File: src/rtl/flash_busy_pkg.sv
package flash_busy_pkg;

   typedef enum logic [2:0] {
      ST_RECOVER = 3'd0,
      ST_IDLE    = 3'd1,
      ST_READ    = 3'd2,
      ST_PROG    = 3'd3,
      ST_ERASE   = 3'd4
   } fbc_state_e;

   localparam logic [1:0] OP_READ  = 2'b00;
   localparam logic [1:0] OP_PROG  = 2'b01;
   localparam logic [1:0] OP_ERASE = 2'b10;

   function automatic logic is_busy(input fbc_state_e s);
      return (s == ST_READ) || (s == ST_PROG) || (s == ST_ERASE);
   endfunction

endpackage

File: src/rtl/fbc_recovery_timer.sv
module fbc_recovery_timer #(
   parameter int RECOVERY_CYCLES = 250
) (
   input  logic clk,
   input  logic rst_n,
   input  logic pwr_good,
   output logic expired
);
   localparam int CW = $clog2(RECOVERY_CYCLES + 1);
   localparam logic [CW-1:0] LIMIT = CW'(RECOVERY_CYCLES);

   logic [CW-1:0] cnt_q;

   always_ff @(posedge clk or negedge rst_n) begin
      if (!rst_n)
         cnt_q <= '0;
      else if (!pwr_good)
         cnt_q <= '0;
      else if (cnt_q != LIMIT)
         cnt_q <= cnt_q + 1'b1;
   end

   assign expired = (cnt_q == LIMIT);


   timer_restart_chk: assert property (@(posedge clk) disable iff (!rst_n)
      !pwr_good |=> !expired);

endmodule

File: src/rtl/fbc_req_gate.sv
module fbc_req_gate
   import flash_busy_pkg::*;
(
   input  logic       idle,
   input  logic       req_valid,
   input  logic [1:0] req_op,
   input  logic       ce_n,
   input  logic       wp_n,
   output logic       accept,
   output logic       reject
);
   logic known_op, needs_wp, taken;

   assign known_op = (req_op == OP_READ) || (req_op == OP_PROG) || (req_op == OP_ERASE);
   assign needs_wp = (req_op == OP_PROG) || (req_op == OP_ERASE);
   assign taken    = idle && req_valid && !ce_n && known_op;

   assign accept = taken && !(needs_wp && !wp_n);
   assign reject = taken && needs_wp && !wp_n;


   always_comb begin
      wp_block_chk: assert (!(accept && needs_wp && !wp_n));
   end

endmodule

File: src/rtl/fbc_state_fsm.sv
module fbc_state_fsm
   import flash_busy_pkg::*;
#(
   parameter bit CE_DONT_CARE = 1'b0
) (
   input  logic       clk,
   input  logic       rst_n,
   input  logic       pwr_good,
   input  logic       rec_expired,
   input  logic       accept,
   input  logic [1:0] req_op,
   input  logic       op_done,
   input  logic       ce_n,
   output fbc_state_e state,
   output logic [1:0] cur_op,
   output logic       read_abort
);
   fbc_state_e state_q, state_d;
   logic [1:0] op_q;
   logic       ce_abort;

   generate
      if (CE_DONT_CARE) begin : g_ce_dc
         assign ce_abort = 1'b0;
      end else begin : g_ce_strict
         assign ce_abort = ce_n;
      end
   endgenerate

   assign read_abort = pwr_good && (state_q == ST_READ) && !op_done && ce_abort;

   always_comb begin
      state_d = state_q;
      if (!pwr_good) begin
         state_d = ST_RECOVER;
      end else begin
         case (state_q)
            ST_RECOVER: if (rec_expired) state_d = ST_IDLE;
            ST_IDLE: begin
               if (accept) begin
                  case (req_op)
                     OP_PROG:  state_d = ST_PROG;
                     OP_ERASE: state_d = ST_ERASE;
                     default:  state_d = ST_READ;
                  endcase
               end
            end
            ST_READ:  if (op_done || ce_abort) state_d = ST_IDLE;
            ST_PROG,
            ST_ERASE: if (op_done) state_d = ST_IDLE;
            default:  state_d = ST_RECOVER;
         endcase
      end
   end

   always_ff @(posedge clk or negedge rst_n) begin
      if (!rst_n) begin
         state_q <= ST_RECOVER;
         op_q    <= OP_READ;
      end else begin
         state_q <= state_d;
         if (accept && state_q == ST_IDLE && pwr_good)
            op_q <= req_op;
      end
   end

   assign state  = state_q;
   assign cur_op = op_q;


   done_release_chk: assert property (@(posedge clk) disable iff (!rst_n)
      (pwr_good && is_busy(state_q) && op_done) |=> (state_q == ST_IDLE));


   pe_ce_hold_chk: assert property (@(posedge clk) disable iff (!rst_n)
      (pwr_good && (state_q == ST_PROG || state_q == ST_ERASE) && ce_n && !op_done)
      |=> $stable(state_q));


   pwr_loss_chk: assert property (@(posedge clk) disable iff (!rst_n)
      !pwr_good |=> (state_q == ST_RECOVER));

   generate
      if (CE_DONT_CARE) begin : g_chk_dc

         read_dc_hold_chk: assert property (@(posedge clk) disable iff (!rst_n)
            (pwr_good && state_q == ST_READ && ce_n && !op_done) |=> (state_q == ST_READ));
      end else begin : g_chk_strict

         read_abort_chk: assert property (@(posedge clk) disable iff (!rst_n)
            (pwr_good && state_q == ST_READ && ce_n) |=> (state_q == ST_IDLE));
      end
   endgenerate

endmodule

File: src/rtl/flash_busy_ctrl.sv
module flash_busy_ctrl
   import flash_busy_pkg::*;
#(
   parameter int RECOVERY_CYCLES = 250,
   parameter bit CE_DONT_CARE    = 1'b0
) (
   input  logic       clk,
   input  logic       rst_n,
   input  logic       pwr_good,
   input  logic       ce_n,
   input  logic       wp_n,
   input  logic       req_valid,
   input  logic [1:0] req_op,
   input  logic       op_done,
   output logic       busy_oe,
   output logic       cmd_ready,
   output logic       req_accept,
   output logic       req_reject,
   output logic       read_abort,
   output logic [1:0] cur_op
);
   generate
      if (RECOVERY_CYCLES < 1) begin : g_bad_recovery
         $error("RECOVERY_CYCLES must be at least 1");
      end
   endgenerate

   fbc_state_e state;
   logic       rec_expired;
   logic       idle;

   assign idle = pwr_good && (state == ST_IDLE);

   fbc_recovery_timer #(.RECOVERY_CYCLES(RECOVERY_CYCLES)) u_timer (
      .clk      (clk),
      .rst_n    (rst_n),
      .pwr_good (pwr_good),
      .expired  (rec_expired)
   );

   fbc_req_gate u_gate (
      .idle      (idle),
      .req_valid (req_valid),
      .req_op    (req_op),
      .ce_n      (ce_n),
      .wp_n      (wp_n),
      .accept    (req_accept),
      .reject    (req_reject)
   );

   fbc_state_fsm #(.CE_DONT_CARE(CE_DONT_CARE)) u_fsm (
      .clk         (clk),
      .rst_n       (rst_n),
      .pwr_good    (pwr_good),
      .rec_expired (rec_expired),
      .accept      (req_accept),
      .req_op      (req_op),
      .op_done     (op_done),
      .ce_n        (ce_n),
      .state       (state),
      .cur_op      (cur_op),
      .read_abort  (read_abort)
   );

   assign busy_oe   = is_busy(state);
   assign cmd_ready = (state == ST_IDLE);


   busy_ignore_chk: assert property (@(posedge clk) disable iff (!rst_n)
      busy_oe |-> !(req_accept || req_reject));


   recover_block_chk: assert property (@(posedge clk) disable iff (!rst_n)
      (state == ST_RECOVER) |-> !(req_accept || req_reject));


   never_both_chk: assert property (@(posedge clk) disable iff (!rst_n)
      !(busy_oe && cmd_ready));

endmodule

File: config.mk
export PLATFORM = sky130hd
export DESIGN_NAME = flash_busy_ctrl
export DESIGN_NICKNAME = d
export VERILOG_FILES = /design/src/rtl/flash_busy_pkg.sv /design/src/rtl/fbc_recovery_timer.sv /design/src/rtl/fbc_req_gate.sv /design/src/rtl/fbc_state_fsm.sv /design/src/rtl/flash_busy_ctrl.sv
export SDC_FILE = /design/constraint.sdc
export NUM_CORES = 1
export LEC_CHECK = 0
export BUFFER_PORTS_ARGS = -buffer_cell sky130_fd_sc_hd__buf_2
export CORE_ASPECT_RATIO = 1.2
export CORE_MARGIN = 1
export CORE_UTILIZATION = 45
export CTS_CLUSTER_DIAMETER = 80
export DETAILED_ROUTE_END_ITERATION = 7
export GPL_ROUTABILITY_DRIVEN = 0
export PLACE_DENSITY = 0.63
export SYNTH_ARGS = -nofsm -noshare
export SYNTH_HDL_FRONTEND = slang
export SYNTH_HIERARCHICAL = 1
export SYNTH_SLANG_ARGS = --single-unit
File: constraint.sdc
create_clock -name clk -period 4.9 [get_ports clk]
set_input_delay 0 -clock clk [delete_from_list [all_inputs] [get_ports clk]]
set_output_delay 0 -clock clk [all_outputs]
set_load 0.02 [all_outputs]
==> metrics, run 1 <==
type of the worst setup path reg2reg; worst slew pin tran 0.3316 ns; mean post-synth cell area 9.917 µm²; Via density 5.372; HP Start req_op[0]; Top Ports 16; clock net sink count 13; die width 40.57 µm; status complete, no violations; cts bufs inserted 3; First-pass DRT Iterations 2; CP startpoint kind flop; reg2reg end u_fsm/state[0]; MaxCap Viol Count 0; layout cell share with drive strength beyond 1 30.10%; count leader, synth dfrtp_1; GR Util met2 33.65%; HPWL after DPL 1.173 mm; WL per Instance 13.11 µm; Mapped Area 803.3 µm²; global-route wire length before repair 2.511 mm; Mapped Cells 81; relative slew slack 77.89%; row count 16; DR iter-0 viols 7; Synth Flop Type dfrtp_1; grt ovf 0; CP peak stage delay 0.54 ns; mux cell area share after synthesis 4.517%; Synth async-reset ratio 100.0%; H-tree depth 1; Hold Path Class in2reg; CTS tree yes; Yosys warnings 6; ANT cells 0; CTS Hold Buffers Added 3; Die Y 48.28 µm; Post-Syn Nets 93; synth top area cells dfrtp_1 40%, ha_1 4.7%, nand2_1 3.7%; Seq/Total Area, Yosys 40.50%; DP Area 900.9 µm²; core area 1662 µm²; Max FO, Critical Path 10; max-slew violations 0; # port buffers 15; R2R setup slack 2.86 ns; Final Cycle Share 41.72%; peak supply drop 0.08645 mV; number of enable flip-flop cells after synthesis 0; leading cell types by count after synthesis 13 x dfrtp_1, 8 x nand2_1, 6 x inv_1; XOR/XNOR Fraction of Synth Area 3.271%; design area 958.4 µm²; CP Data Required Time 5.07 ns; CP Capture Type flop; starting density of the core 48.34%; Max Clock Skew 0.004037 ns; Area Growth Syn to Fin 19.31%; Post-Synth Simple-Gate Area 28.04%; initial antenna violation count 0; Post-Synth Adder-Cell Area 4.673%; Max Buffers Root-to-Sink 2; # nets final 116; worst skew pair latency 0.27 ns; Netlist cell types 34; Hold Path End u_fsm/state[1]; cells on worst reg2reg path 8; routed via count 650; Synth Area in Compound Gates 15.73%; Residual DRC 0; final setup vio count 0; Placed Cells 114; arrival time worst endpoint 2.21 ns; post-synthesis register bit count 13; fin crit period 2.044 ns; GRT Resource Usage Total 19.45%; cts repair resizes 0; clock slew at reported path FFs 0.08 ns; leading area contributor after synthesis dfrtp_1; critical-path cell with the highest stage delay dfrtp_1; Most common cell on crit path a21oi_1; Antenna Violating Nets Remaining 0; Final TNS setup 0 ns; Final Hold Viols 0; Post-CTS Setup Repair Bufs 0; leakage power 0.4698 nW; die area 1959 µm²; gr busiest metal met2; Synth top area share 40.50%; number of global-route vias before repair 598; crit-path cells nor3b_2, and2_1, nand4bb_1, a21oi_1, inv_1, a21oi_1, a21oi_1, a22o_2; RSZ-0062 raised after global routing no; Root Buffer clkbuf_4; WHS Path Cells 3; worst r2r src u_fsm/state[0]; Max Fclk 489.1 MHz; GR Util met3 2.740%; main combinational cell family by area after synthesis simple AND/OR/NAND/NOR gates; final cell count without fillers 121; M1 GR Usage 22.99%; PD cells 206.6 nW/µm²; final wirelength 1.586 mm; largest net degree at the start of global routing 14
==> cells in the final DEF (no fill, tap or decap) <==
cell	count
a21oi_1	4
nand4_2	1
or3_1	3
clkinv_2	1
o41ai_1	1
o311a_2	1
nor2b_4	1
a22oi_1	1
and3_2	1
dlygate4sd3_1	3
nor2_1	3
a21boi_1	1
mux2i_1	1
o21ai_0	5
dfrtp_1	13
ha_1	3
nor3b_2	2
mux2_2	1
a21boi_0	2
nor2b_1	2
nand3_1	4
buf_2	15
nand4bb_1	1
or3_4	1
o32ai_1	1
and3_1	1
o22ai_1	2
nor3_1	1
nand4_4	1
a22o_2	1
nand2_1	8
clkbuf_4	3
and2_1	3
xor2_1	1
inv_1	6
xnor2_1	2
inv_2	1
mux2_4	1
==> cell families after synthesis <==
family | count (synthesis)
AO/OA/AOI/OAI | 19
XOR/XNOR | 3
adder cells (fa/ha/maj) | 3
buffers and inverters | 7
flip-flops | 13
multiplexers | 3
AND/OR/NAND/NOR | 33
==> per-layer routing <==
metal | vias to the layer above | share of wire, %
met4 | 0 | 1.2
met3 | 2 | 2.1
li1 | 337 | -
met2 | 13 | 50
met5 | - | 0
met1 | 298 | 46
==> registers in the layout, indices dropped and copies added (netlist names) <==
register and flops:
u_fsm/state 3, u_fsm/cur_op 2, u_timer/cnt_q 8
==> cell type report <==
type                       instances  area (µm²)
multi-input combinational         61       451.7
timing repair buffer              18       105.1
clock buffer                       3       22.52
clock inverter                     1       5.005
sequential                        13       325.3
fill                             150       703.2
tap                               18       22.52
inverter                           7       26.28
==> power by group <==
| group | internal [mW] | switching, mW |
|---|---|---|
| clock network | 0.0302 | 0.0360 |
| logic | 0.00947 | 0.0106 |
| registers | 0.109 | 0.00253 |
==> worst max-delay path, delay by kind of cell (launching register included) <==
kind,cells,cell delay [ns]
AO/OA/AOI/OAI,4,0.79
buffers and inverters,1,0.07
flip-flops,1,0.54
AND/OR/NAND/NOR,3,0.54
==> worst max path at each step <==
stage              startpoint  slack [ns]  cells after the start              to
3_3_place_gp   u_fsm/state[0]        2.93                      8  u_fsm/state[0]
6_report       u_fsm/state[0]        2.86                      8  u_fsm/state[0]
2_1_floorplan  u_fsm/state[0]        2.53                      8  u_fsm/state[0]
4_1_cts        u_fsm/state[0]        2.86                      8  u_fsm/state[0]
3_5_place_dp   u_fsm/state[0]        2.88                      8  u_fsm/state[0]
5_1_grt        u_fsm/state[0]        2.72                      8  u_fsm/state[0]
==> through the flow <==
stage / setup slack (ns) / hold WS (ns) / power, mW / util, %
finish: 2.856 / 0.01626 / 0.1980 / 57.68
global route: 2.718 / 0.01681 / 0.2110 / 57.68
CTS: 2.859 / 0.001990 / 0.2013 / 57.68
detailed placement: 2.883 / -0.09966 / 0.1324 / 54.22
global placement: 2.935 / -0.09409 / 0.1324 / 54.22
floorplan: 2.528 / -0.2956 / 0.1224 / -
Note: power is estimated with default switching activity, not from simulation.
==> inputs of run 2 (changes only) <==
Settings changed: ABC_AREA from default to 1, PLACE_DENSITY 0.63 to 0.65.
Clock period 4.9 ns to 1.65 ns, I/O delays scaled along.
==> run 2 against run 1 <==
Against the previous run: clock skew grew 0.0014 ns; register-to-register slack lost 2.8 ns; combinational power grew to 29 times the previous value; global-route usage shrank 0.45 points; sequential share of layout area shrank 5.9 points; synthesized cell count grew 69%; total power grew to 6.0 times the previous value; sequential power grew to 3.6 times the previous value; area after synthesis grew 16%; wire length grew 26%; die area grew 15%; cell area grew 21%; critical endpoint unchanged.
==> metrics, run 2 <==
clock slew at reported path FFs 0.08 ns (about the same); Root Buffer clkbuf_4; most frequent cells in the layout 33 x nand2_1, 17 x nor2_1, 16 x inv_1; Final Hold Viols 0 (unchanged); count leader, synth nand2_1; CP startpoint kind flop; cts bufs inserted 3 (unchanged); synth top area cells dfrtp_1 35%, nand2_1 14%, nor2_1 8.1%; Max Clock Skew 0.005418 ns (+0.001381 ns); Max Fclk 643.6 MHz (+32%); Top Ports 16 (unchanged); Hold Path Class in2async; routed via count 907 (+40%); ANT cells 0 (unchanged); fin crit period 1.554 ns (-0.4907 ns); Synth top area share 34.95% (-5.6 points); Placed Cells 174 (+53%); First-pass DRT Iterations 4 (+2); core area 1893 µm² (+14%); Netlist cell types 21 (-38%); Synth Flop Type dfrtp_1; die area 2255 µm² (+15%); Synth async-reset ratio 100.0% (unchanged); Final Cycle Share 94.17% (+52 points); Residual DRC 0 (unchanged); DR iter-0 viols 7 (unchanged); clock net sink count 13 (unchanged); number of enable flip-flop cells after synthesis 0 (unchanged); Max FO, Critical Path 3 (-7); largest register by flop count u_timer/cnt_q; initial antenna violation count 0 (unchanged); most common cell after layout, fill and taps aside nand2_1; starting density of the core 49.17% (+0.83 points); CP Data Required Time 1.82 ns (-3.25 ns); # nets final 179 (+54%); global-route wire length before repair 3.098 mm (+23%); largest net degree at the start of global routing 17 (+3); arrival time worst endpoint 1.72 ns (-0.49 ns); leading cell types by count after synthesis 35 x nand2_1, 20 x nor2_1, 17 x inv_1; number of global-route vias before repair 818 (+37%); row count 17 (+1); PD cells 1017 nW/µm² (+390%); GRT Resource Usage Total 19.01% (-0.45 points); Max Buffers Root-to-Sink 2 (unchanged); DP Area 1057 µm² (+17%); status complete, no violations; worst slew pin tran 0.2916 ns (-0.03997 ns); final wirelength 1.993 mm (+26%); HPWL after DPL 1.468 mm (+25%); Area Growth Syn to Fin 24.73%; layout cell share with drive strength beyond 1 35.54% (+5.4 points); final setup vio count 0 (unchanged); leading area contributor after synthesis dfrtp_1; H-tree depth 1 (unchanged); final cell count without fillers 185 (+53%); WL per Instance 10.77 µm (-18%); # port buffers 15 (unchanged); total chip power 1.181 mW (+500%); MaxCap Viol Count 0 (unchanged); post-synthesis register bit count 13 (unchanged); Die Y 51.83 µm (+7.3%); Seq/Total Area, Yosys 34.95% (-5.6 points); leakage power 0.6350 nW (+35%); CP Capture Type flop; Antenna Violating Nets Remaining 0 (unchanged); max-slew violations 0 (unchanged); Via density 4.903 (-8.7%); die width 43.52 µm (+7.3%); design area 1161 µm² (+21%); CTS tree yes; Mapped Cells 137 (+69%); worst skew pair latency 0.28 ns (about the same); mean post-synth cell area 6.795 µm² (-31%); Mapped Area 930.9 µm² (+16%); grt ovf 0 (unchanged); type of the worst setup path reg2reg; max reg flops 8 (unchanged); Yosys warnings 6 (unchanged); Final TNS setup 0 ns (unchanged); relative slew slack 80.56% (+2.7 points); peak supply drop 0.7188 mV (+730%); Post-Syn Nets 149 (+60%)
[run 2: changes by cell type in the layout (fill, tap and decap cells not counted), moves of 3 or more]
cell     change
o21ai_0      -5
and2_1       -3
nand4_1      +3
buf_4        +8
nand2_2      +6
nand2_1     +25
nor2_2      +12
nor2_1      +14
or3_1        -3
nand3_1      +7
inv_1       +10
inv_2        +6
[run 2: final timing paths]
kind / slack (ns) / end / cells past startpoint / start
worst min register to register: 0.50 / u_fsm/cur_op[1] / 2 / u_fsm/cur_op[1]
max in group asynchronous: 1.29 / u_fsm/state[0] / 2 / rst_n
worst max register to register: 0.1 / u_fsm/state[0] / 13 / u_timer/cnt_q[0]
worst max-delay path: 0.1 / u_fsm/state[0] / 13 / u_timer/cnt_q[0]
worst min-delay path: 0.13 / u_timer/cnt_q[4] / 2 / rst_n
min in group clk: 0.15 / u_timer/cnt_q[3] / 4 / pwr_good
[run 2: kinds of logic (layout without fill, tap and decap cells)]
logic type      count (synthesis)  in the layout  share of synthesized area (%)
fa+ha+maj                       3              3                          4.033
flops                          13             13                          34.95
simple gates                   90             90                          46.64
buf+inv                        24             53                          9.811
compound gates                  7              7                          4.570
[run 2: per-layer routing]
| metal | share of wire [%] | global-route usage, % | wire length [µm] | vias to the layer above |
|---|---|---|---|---|
| li1 | - | - | - | 475 |
| met1 | 42 | 18.60 | 839 | 416 |
| met5 | 0 | 0 | 0 | - |
| met3 | 1.2 | 0 | 24 | 2 |
| met4 | 1.1 | 12.50 | 21 | 0 |
| met2 | 56 | 38.13 | 1107 | 14 |
[run 2: area by class of cell]
type,count,area (µm²)
multi-input cells,100,534.3
clock buffers,4,26.28
inverters,23,86.33
flip-flops and latches,13,325.3
fillers,164,732.0
repair buffers,26,165.2
well taps,19,23.77
[run 2: stage by stage]
step | worst slack, ns | util [%] | hold slack (ns)
6_report | 0.09627 | 61.34 | 0.1257
5_1_grt | -0.02018 | 61.34 | 0.1381
3_3_place_gp | 0.1730 | 55.85 | -0.1002
3_5_place_dp | 0.1036 | 55.85 | -0.09355
2_1_floorplan | 0.05649 | - | -0.2956
4_1_cts | 0.08550 | 58.82 | 0.1209
[run 2: what timing repair did]
action | 4_1_cts | 5_1_grt
gates resized for setup | 0 | 6
hold buffers | 3 | 0
endpoints found under the setup margin | 0 | 3
endpoints found under the hold margin | 15 | 0
buffers inserted | 0 | 4
[run 2: worst max-delay path, stage by stage (launching register included)]
cell and delay, ns:
dfrtp_1 0.42, inv_2 0.09, ha_1 0.15, inv_1 0.06
nor2_4 0.13, nand2_2 0.08, inv_2 0.06, inv_1 0.03
nand3_1 0.06, nor2_1 0.06, nor2_1 0.11, nand2_2 0.09
nand2_1 0.06, nand2_1 0.05
[run 2: where the power goes]
group          internal (mW)  switching (mW)  leakage [nW]  total (mW)
clock                 0.0938           0.104        0.0150       0.197
combinational          0.230           0.350         0.444       0.580
sequential             0.364          0.0395         0.177       0.404
total                  0.688           0.493         0.635        1.18
